`config.mk`:
```
export PLATFORM = sky130hd
export DESIGN_NAME = ibsc_top
export DESIGN_NICKNAME = d
export VERILOG_FILES = /design/src/rtl/ibsc_pkg.sv /design/src/rtl/ibsc_rst_sync.sv /design/src/rtl/ibsc_regs.sv /design/src/rtl/ibsc_bp_match.sv /design/src/rtl/ibsc_step_ctr.sv /design/src/rtl/ibsc_top.sv
export SDC_FILE = /design/constraint.sdc
export NUM_CORES = 1
export LEC_CHECK = 0
export BUFFER_PORTS_ARGS = -buffer_cell sky130_fd_sc_hd__buf_2
export CORE_MARGIN = 4
export CORE_UTILIZATION = 40
export DETAILED_ROUTE_END_ITERATION = 16
export REMOVE_ABC_BUFFERS = 1
export SLEW_MARGIN = 20
export SYNTH_ARGS = -nofsm -noshare
export SYNTH_HDL_FRONTEND = slang
export SYNTH_HIERARCHICAL = 1
export SYNTH_SLANG_ARGS = --single-unit
export TNS_END_PERCENT = 30
```
`constraint.sdc`:
```
create_clock -name clk -period 6.2 [get_ports clk]
set_input_delay 1.24 -clock clk [delete_from_list [all_inputs] [get_ports clk]]
set_output_delay 1.24 -clock clk [all_outputs]
set_load 0.05 [all_outputs]
```
`src/rtl/ibsc_pkg.sv`:
```
package ibsc_pkg;
  localparam int SEL_W         = 3;
  localparam int SEL_ADDR_BASE = 4;
  localparam logic [SEL_W-1:0] SEL_ENA = 3'd0;
  localparam logic [SEL_W-1:0] SEL_CNT = 3'd1;
  localparam logic [SEL_W-1:0] SEL_LVL = 3'd2;

  localparam int CAUSE_W = 6;
  localparam logic [CAUSE_W-1:0] CAUSE_STEP = 6'h01;
  localparam logic [CAUSE_W-1:0] CAUSE_IBRK = 6'h02;
  localparam logic [CAUSE_W-1:0] CAUSE_SWB  = 6'h08;
  localparam logic [CAUSE_W-1:0] CAUSE_SWBN = 6'h10;
endpackage

```
`src/rtl/ibsc_rst_sync.sv`:
```
module ibsc_rst_sync (
  input  logic clk,
  input  logic rst_n,
  output logic rst_sync_n
);
  logic stage_q;

  always_ff @(posedge clk or negedge rst_n) begin
    if (!rst_n) begin
      stage_q    <= 1'b0;
      rst_sync_n <= 1'b0;
    end else begin
      stage_q    <= 1'b1;
      rst_sync_n <= stage_q;
    end
  end
endmodule

```
`src/rtl/ibsc_regs.sv`:
```
module ibsc_regs
  import ibsc_pkg::*;
#(
  parameter int NUM_BP = 2,
  parameter int DW     = 32,
  parameter int LVLW   = 4
) (
  input  logic                       clk,
  input  logic                       rst_n,
  input  logic                       wr_en,
  input  logic [SEL_W-1:0]           wr_sel,
  input  logic [DW-1:0]              wr_data,
  input  logic                       cnt_adv,
  input  logic [DW-1:0]              cnt_adv_val,
  input  logic [SEL_W-1:0]           rd_sel,
  output logic [DW-1:0]              rd_data,
  output logic [NUM_BP-1:0]          ena_q,
  output logic [NUM_BP-1:0][DW-1:0]  addr_q,
  output logic [DW-1:0]              cnt_q,
  output logic [LVLW-1:0]            lvl_q,
  output logic                       cnt_wr
);
  logic              ena_we;
  logic [NUM_BP-1:0] ena_d;
  logic              lvl_we;
  logic [LVLW-1:0]   lvl_d;
  logic              cnt_en;
  logic [DW-1:0]     cnt_d;

  always_comb begin
    ena_we = wr_en && (wr_sel == SEL_ENA);
    ena_d  = wr_data[NUM_BP-1:0];
    lvl_we = wr_en && (wr_sel == SEL_LVL);
    lvl_d  = wr_data[LVLW-1:0];
    cnt_wr = wr_en && (wr_sel == SEL_CNT);
    cnt_en = cnt_wr || cnt_adv;
    cnt_d  = cnt_wr ? wr_data : cnt_adv_val;
  end

  always_ff @(posedge clk or negedge rst_n) begin
    if (!rst_n) begin
      ena_q <= '0;
    end else if (ena_we) begin
      ena_q <= ena_d;
    end
  end

  always_ff @(posedge clk or negedge rst_n) begin
    if (!rst_n) begin
      lvl_q <= '0;
    end else if (lvl_we) begin
      lvl_q <= lvl_d;
    end
  end

  always_ff @(posedge clk or negedge rst_n) begin
    if (!rst_n) begin
      cnt_q <= '0;
    end else if (cnt_en) begin
      cnt_q <= cnt_d;
    end
  end

  for (genvar i = 0; i < NUM_BP; i++) begin : g_addr
    logic addr_we;
    assign addr_we = wr_en && (wr_sel == SEL_W'(SEL_ADDR_BASE + i));
    always_ff @(posedge clk or negedge rst_n) begin
      if (!rst_n) begin
        addr_q[i] <= '0;
      end else if (addr_we) begin
        addr_q[i] <= wr_data;
      end
    end
  end

  always_comb begin
    rd_data = '0;
    case (rd_sel)
      SEL_ENA: rd_data = {{(DW-NUM_BP){1'b0}}, ena_q};
      SEL_CNT: rd_data = cnt_q;
      SEL_LVL: rd_data = {{(DW-LVLW){1'b0}}, lvl_q};
      default: begin
        for (int i = 0; i < NUM_BP; i++) begin
          if (rd_sel == SEL_W'(SEL_ADDR_BASE + i)) rd_data = addr_q[i];
        end
      end
    endcase
  end
endmodule

```
`src/rtl/ibsc_bp_match.sv`:
```
module ibsc_bp_match #(
  parameter int NUM_BP = 2,
  parameter int DW     = 32,
  parameter int IDXW   = 1
) (
  input  logic [NUM_BP-1:0]          ena,
  input  logic [NUM_BP-1:0][DW-1:0]  addr,
  input  logic [DW-1:0]              pc,
  output logic                       hit,
  output logic [IDXW-1:0]            idx
);
  logic [NUM_BP-1:0] eq;

  for (genvar i = 0; i < NUM_BP; i++) begin : g_cmp
    assign eq[i] = ena[i] && (addr[i] == pc);
  end

  always_comb begin
    hit = |eq;
    idx = '0;
    for (int i = NUM_BP - 1; i >= 0; i--) begin
      if (eq[i]) idx = IDXW'(i);
    end
  end
endmodule

```
`src/rtl/ibsc_step_ctr.sv`:
```
module ibsc_step_ctr #(
  parameter int DW   = 32,
  parameter int LVLW = 4
) (
  input  logic            issue,
  input  logic [LVLW-1:0] cur_lvl,
  input  logic [LVLW-1:0] cnt_lvl,
  input  logic [DW-1:0]   cnt_q,
  output logic            adv,
  output logic [DW-1:0]   adv_val,
  output logic            ovf
);
  logic counting;
  logic at_top;

  always_comb begin
    counting = issue && (cur_lvl < cnt_lvl);
    at_top   = &cnt_q;
    adv      = counting && !at_top;
    adv_val  = cnt_q + 1'b1;
    ovf      = counting && at_top;
  end
endmodule

```
`src/rtl/ibsc_top.sv`:
```
module ibsc_top
  import ibsc_pkg::*;
#(
  parameter int NUM_BP      = 2,
  parameter int DW          = 32,
  parameter int LVLW        = 4,
  parameter int DEBUG_LEVEL = 6,
  localparam int IDXW       = (NUM_BP > 1) ? $clog2(NUM_BP) : 1
) (
  input  logic               clk,
  input  logic               rst_n,
  input  logic               sr_wr_en,
  input  logic [SEL_W-1:0]   sr_wr_sel,
  input  logic [DW-1:0]      sr_wr_data,
  input  logic [SEL_W-1:0]   sr_rd_sel,
  output logic [DW-1:0]      sr_rd_data,
  input  logic               issue_valid,
  input  logic [DW-1:0]      issue_pc,
  input  logic [LVLW-1:0]    issue_level,
  input  logic               sw_brk,
  input  logic               sw_brk_n,
  input  logic               dbg_allow,
  output logic               evt_valid,
  output logic [CAUSE_W-1:0] evt_cause,
  output logic [IDXW-1:0]    evt_index
);
  localparam logic [LVLW-1:0] DBG_LVL = LVLW'(DEBUG_LEVEL);

  logic                      rst_sync_n;
  logic [NUM_BP-1:0]         ena_q;
  logic [NUM_BP-1:0][DW-1:0] addr_q;
  logic [DW-1:0]             cnt_q;
  logic [LVLW-1:0]           lvl_q;
  logic                      cnt_wr;
  logic                      cnt_adv;
  logic [DW-1:0]             cnt_adv_val;
  logic                      cnt_ovf;
  logic                      bp_hit;
  logic [IDXW-1:0]           bp_idx;
  logic                      cnt_issue;
  logic                      gate;
  logic                      ev_d;
  logic [CAUSE_W-1:0]        cause_d;
  logic [IDXW-1:0]           idx_d;

  ibsc_rst_sync u_rst (
    .clk        (clk),
    .rst_n      (rst_n),
    .rst_sync_n (rst_sync_n)
  );

  ibsc_regs #(.NUM_BP(NUM_BP), .DW(DW), .LVLW(LVLW)) u_regs (
    .clk         (clk),
    .rst_n       (rst_sync_n),
    .wr_en       (sr_wr_en),
    .wr_sel      (sr_wr_sel),
    .wr_data     (sr_wr_data),
    .cnt_adv     (cnt_adv),
    .cnt_adv_val (cnt_adv_val),
    .rd_sel      (sr_rd_sel),
    .rd_data     (sr_rd_data),
    .ena_q       (ena_q),
    .addr_q      (addr_q),
    .cnt_q       (cnt_q),
    .lvl_q       (lvl_q),
    .cnt_wr      (cnt_wr)
  );

  ibsc_bp_match #(.NUM_BP(NUM_BP), .DW(DW), .IDXW(IDXW)) u_match (
    .ena  (ena_q),
    .addr (addr_q),
    .pc   (issue_pc),
    .hit  (bp_hit),
    .idx  (bp_idx)
  );

  // a counter write from the issuing instruction replaces its own count
  assign cnt_issue = issue_valid && !cnt_wr;

  ibsc_step_ctr #(.DW(DW), .LVLW(LVLW)) u_ctr (
    .issue   (cnt_issue),
    .cur_lvl (issue_level),
    .cnt_lvl (lvl_q),
    .cnt_q   (cnt_q),
    .adv     (cnt_adv),
    .adv_val (cnt_adv_val),
    .ovf     (cnt_ovf)
  );

  always_comb begin
    gate    = dbg_allow && (issue_level < DBG_LVL);
    ev_d    = 1'b0;
    cause_d = '0;
    idx_d   = '0;
    if (issue_valid && gate) begin
      if (cnt_ovf) begin
        ev_d    = 1'b1;
        cause_d = CAUSE_STEP;
      end else if (bp_hit) begin
        ev_d    = 1'b1;
        cause_d = CAUSE_IBRK;
        idx_d   = bp_idx;
      end else if (sw_brk) begin
        ev_d    = 1'b1;
        cause_d = CAUSE_SWB;
      end else if (sw_brk_n) begin
        ev_d    = 1'b1;
        cause_d = CAUSE_SWBN;
      end
    end
  end

  always_ff @(posedge clk or negedge rst_sync_n) begin
    if (!rst_sync_n) begin
      evt_valid <= 1'b0;
      evt_cause <= '0;
      evt_index <= '0;
    end else begin
      evt_valid <= ev_d;
      evt_cause <= cause_d;
      evt_index <= idx_d;
    end
  end
endmodule

```
# Word-level counts from Yosys, hierarchy flattened
# Cells that the tools add are included.
dict set report totals {
  out_inout_bits 40
  regBits 112
  inputBits 81
}
dict set report op_classes {
  n_reduce_logical 20
  magnitude_cmp 2
  n_mux 19
  add_sub_neg 1
  n_eq_ne 10
}
# op count
set op_table {}
lappend op_table {{$mux W32} 3}
lappend op_table {{$pmux W32 S3} 1}
lappend op_table {{$eq A32 B32 Y1} 2}
lappend op_table {{$add A32 B1 Y32 const B} 1}
lappend op_table {{$reduce_and A32 Y1} 1}
lappend op_table {{$mux W5} 5}
lappend op_table {{$logic_and A1 B1 Y1} 13}
lappend op_table {{$eq A3 B3 Y1 const B} 4}
lappend op_table {{$mux W1} 10}
lappend op_table {{$eq A3 B1 Y1 const B} 2}
lappend op_table {{$eq A3 B2 Y1 const B} 2}
lappend op_table {{$logic_not A3 Y1} 2}
lappend op_table {{$lt A4 B3 Y1 const B} 1}
lappend op_table {{$lt A4 B4 Y1} 1}
lappend op_table {{$logic_not A1 Y1} 2}
lappend op_table {{$reduce_or A2 Y1} 1}
lappend op_table {{$logic_or A1 B1 Y1} 1}

# Logic depth before layout (Yosys ltp)
dict set report depth {
  ltp_word 8
  ltp_mapped 11
  depth_no_buf 8
}

# Hierarchy
# Netlist, hierarchy kept.
# module area_each_um2 instances cells_per_inst seq_area_each_um2
set modules_own_cells {}
lappend modules_own_cells {ibsc_regs 4968.5 1 411 2552.4}
lappend modules_own_cells {ibsc_bp_match 726.9 1 90 0.0}
lappend modules_own_cells {ibsc_step_ctr 688.2 1 98 0.0}
lappend modules_own_cells {ibsc_top 304.0 1 23 150.1}
lappend modules_own_cells {ibsc_rst_sync 53.8 1 3 50.0}

# Least setup slack after synthesis
# Ideal clock, no wire load.
dict set report synth_timing {
  path_kind {input port to output port}
  from {in sr_rd_sel[2]}
  to {out sr_rd_data[2]}
  t_arrival_ns 2.845
  required_time_ns 4.960
  n_path_buf 2
  cell_stages 5
  setup_slack_ns 2.115
  cell_sequence {buf_2 buf_2 nor2b_1 nand2_1 o21ai_0}
}
dict set report synth_between {
  elab_chain_cells 4
  elab_cells_between_ends 8
  classes_between {eq/ne: 4; mux: 3; reduce/logical: 1}
}
# element line_no
set synth_lines {}
lappend synth_lines {{start: declaration} ibsc_top.sv:15} ;# input logic [SEL_W-1:0] sr_rd_sel,
lappend synth_lines {{$eq A3 B3 Y1} ibsc_regs.sv:84} ;# if (rd_sel == SEL_W'(SEL_ADDR_BASE + i)) rd_data = addr_q[i];
lappend synth_lines {{$mux W32 (2 in a row)} ibsc_regs.sv:84}
lappend synth_lines {{$pmux W32 S3 *} ibsc_regs.sv:78} ;# case (rd_sel)
lappend synth_lines {{end: declaration} ibsc_top.sv:16} ;# output logic [DW-1:0] sr_rd_data,
# Mark *: on every way between the ends. The rest lies on a longest branch, timed or not.

# Worst setup path in the final report
dict set report layout_timing {
  from {in sr_rd_sel[2]}
  to {out sr_rd_data[12]}
}
# Same word-level chain as after synthesis.

==> out/results.tsv <==
metric	value	unit
result_of_the_run	completed	
setup-violations-final	0	
cts.htree.levels	3	
fin_hold_ws	0.283	ns
crit_path_max_incr_delay	0.46	ns
maxCapViolCount	0	
min_period_over_period	65.1	%
report.final.slew_viol_count	0	
max-slew-margin-rel	52.1	%
cts.repair.resized	0	
flow.area_growth_from_synthesis	15.5	%
critical_path.max_fanout	34	
num-nets-final	812	
synth_top_flop_cell	sky130_fd_sc_hd__dfrtp_1	
synth_sequential_area_ratio	40.8	%
cp_cell_sequence	buf_2 -> buf_4 -> mux2_2 -> a22oi_1 -> nor2_1 -> buf_2	
initial_antenna_violation_count	0	
power-per-cell-area	344	nW/um^2
timing.final.hold_violations	0	
drc	0	
critical_path.startpoint_type	input pin	
cts_num_sinks	110	
clock-root-buffer	sky130_fd_sc_hd__clkbuf_16	
busiest_layer	met2	
postSynth.asyncResetShare	100	%
share_seq_of_total_power	44.1	%
synth_top_area_share	40.8	%
most_used_standard_cell_by_instance_count_after_synthesis	sky130_fd_sc_hd__dfrtp_1	
global_route.overflow_total	0	
register_cell_area_after_layout	2760	sq um
achievable-frequency	248	MHz
synth.cell_area	6740	sq um
path_common_cell	sky130_fd_sc_hd__buf_2	
cell_internal_pwr	1.70	mW
switching_power	0.976	mW
drt.antenna.violating_nets	0	
tritoncts	done	
cts_max_path_buffers	2	
finalClockSkew	0.00767	ns
fp-row-count	47	
grt_max_degree	77	
chipHeight	138	microns
drive_above_1_share	35.0	%
globalRouteMet3Util	3.32	%
cts_hold_buf	0	
timing.critical_path.slowest_stage_cell	sky130_fd_sc_hd__buf_4	
clock_period_minus_worst_slack	4.04	ns
start_util	40.8	%
synth_cells	625	
place.port_buffers	118	
average_vias_per_placed_instance	5.37	
synthesis.area_per_instance	10.8	sq um
num-fill-cells	1565	
critPathRequiredTime	4.96	ns
multi_input_area	3770	sq um
unrepaired_setup_endpoints_after_global_routing	false	
worstSkewPairLatency	0.35	ns
type_of_the_tightest_min_delay_check	flip-flop to asynchronous set/reset pin	
gpl.final_weighted_congestion	0.867	
die_area	19000	sq um
ff2ff_setup_slack	3.56	ns
ir_worst_vdd	0.137	mV
grt_first_pass_wirelength	29000	microns
grtUsageMet1	27.6	%
timing.setup.tns	0	ns
reg2regPathDepth	9	
avgRoutedWirePerCell	19.6	microns
design.portCount	121	
ys_warn_count	6	
timing.critical_path.arrival	2.80	ns
worstSetupEndpointType	output pin	
hpwl	13400	microns
worst_setup_path_category	input pin to output pin	
use_met2	32.3	%
sw_share	36.5	%
clkPwrFrac	23.0	%
clk_pin_slew_worst_paths	0.07	ns
floorplan.core_area	16500	sq um
overall_track_demand_over_capacity_in_global_routing	20.0	%
timing.rr.end	u_regs/cnt_q[7]	
synth.lib_cells_used.distinct	50	
horizontal_extent_of_the_die	138	microns
power.combinational.fraction	32.9	%
n_antenna_cell	0	
detail_route.wirelength	18700	microns
numCtsBuffers	9	
synthTopCellsByCount	sky130_fd_sc_hd__dfrtp_1, sky130_fd_sc_hd__mux2_2, sky130_fd_sc_hd__xnor2_1	
synth_enable_flop_cells	0	
power.leakage	3.40	nW
detailroute.via_count	5116	
grt_pass1_vias	5264	
worstMarginPinSlew	0.718	ns
synth_area_leader_cell	sky130_fd_sc_hd__dfrtp_1	
synth.ff_latch_count	110	
count_of_tritonroute_iterations_in_the_first_routing_pass	4	
r2r-start	u_regs/cnt_q[0]	
detail_route.iter0.violations	341	
post-cts-setup-buffers	0	
synth_area_leaders	sky130_fd_sc_hd__dfrtp_1, sky130_fd_sc_hd__mux2_2, sky130_fd_sc_hd__xnor2_1	
==> placed cells by master, fill, tap and decap left out, types with 3 or more instances in the layout <==
cell,count
sky130_fd_sc_hd__nor3_4,3
sky130_fd_sc_hd__clkinv_2,3
sky130_fd_sc_hd__conb_1,3
sky130_fd_sc_hd__ha_1,4
sky130_fd_sc_hd__nand4_1,11
sky130_fd_sc_hd__xor2_1,38
sky130_fd_sc_hd__nand3_1,16
sky130_fd_sc_hd__clkbuf_16,9
sky130_fd_sc_hd__buf_2,118
sky130_fd_sc_hd__mux2_1,5
sky130_fd_sc_hd__a22oi_1,32
sky130_fd_sc_hd__nor3_1,3
sky130_fd_sc_hd__mux2i_1,32
sky130_fd_sc_hd__nand2_1,49
sky130_fd_sc_hd__inv_1,6
sky130_fd_sc_hd__nor2_1,36
sky130_fd_sc_hd__nor2b_1,5
sky130_fd_sc_hd__and3_1,7
sky130_fd_sc_hd__dfrtp_1,109
sky130_fd_sc_hd__xnor2_1,56
sky130_fd_sc_hd__o21ai_0,35
sky130_fd_sc_hd__nor4_1,10
sky130_fd_sc_hd__mux2_2,97
sky130_fd_sc_hd__buf_4,7
==> power groups by stage <==
| stage | registers [mW] | logic (mW) | clock network, mW |
|---|---|---|---|
| final | 1.18 | 0.881 | 0.615 |
| after global routing | 1.22 | 0.964 | 0.664 |
| after CTS | 1.18 | 0.886 | 0.633 |
| after detailed placement | 1.19 | 0.881 | 0 |
| after global placement | 1.18 | 0.866 | 0 |
| after floorplan | 1.13 | 0.665 | 0 |
==> cell families after synthesis <==
kind of cell / after synthesis / synth area share [%]
AO/OA/AOI/OAI: 74 / 6.92
multiplexers: 134 / 21.8
XOR/XNOR: 94 / 12.2
flip-flops: 110 / 40.8
other: 2 / 0.111
adder cells (fa/ha/maj): 4 / 0.742
AND/OR/NAND/NOR: 165 / 14.0
buffers and inverters: 42 / 3.41
==> stage by stage <==
step	util, %	total power [mW]	instances	worst slack (ns)	cell area, sq um
after global routing	47.1	2.85	952	2.06	7790
after detailed placement	45.2	2.07	936	2.16	7480
after floorplan	-	1.80	590	1.49	6540
after CTS	47.1	2.70	952	2.15	7780
after global placement	45.2	2.05	936	2.20	7480
final	47.1	2.68	952	2.16	7790
==> worst max-delay path by stage <==
stage / startpoint / endpoint / slack, ns / cells after the start
floorplan: sr_wr_sel[2] / u_regs/cnt_q[0] / 1.49 / 7
global placement: sr_rd_sel[2] / sr_rd_data[17] / 2.20 / 6
detailed placement: sr_rd_sel[2] / sr_rd_data[12] / 2.16 / 6
CTS: sr_rd_sel[2] / sr_rd_data[12] / 2.15 / 6
global route: sr_rd_sel[2] / sr_rd_data[27] / 2.06 / 6
finish: sr_rd_sel[2] / sr_rd_data[12] / 2.16 / 6
==> layout make-up <==
type,instances,share of cell area (%)
clock inverters,5,0.964
repair buffers,126,8.40
clock buffers,11,2.99
inverters,6,0.289
flip-flops and latches,110,35.4
well taps,220,3.53
multi-input cells,474,48.4
==> critical path, delay by kind of cell <==
| family | cells | cell delay, ns |
|---|---|---|
| simple gates | 1 | 0.07 |
| mux | 1 | 0.40 |
| buf+inv | 3 | 0.81 |
| compound gates | 1 | 0.25 |
==> sequential cells by signal (all words and copies together) (netlist names) <==
name	cells
evt_cause	4
evt_index	1
u_rst/stage_q	1
u_regs/cnt_q	32
u_regs/lvl_q	4
u_regs/addr_q	64
evt_valid	1
u_regs/ena_q	2
u_rst/rst_sync_n	1
==> per-layer routing <==
metal  vias to the layer above  wire [microns]
li1                       2421               -
met1                      2511            8470
met2                       162            8710
met3                        22            1180
met4                         0             295
met5                         -               0
No activity file was read; power rests on OpenSTA's default activity.
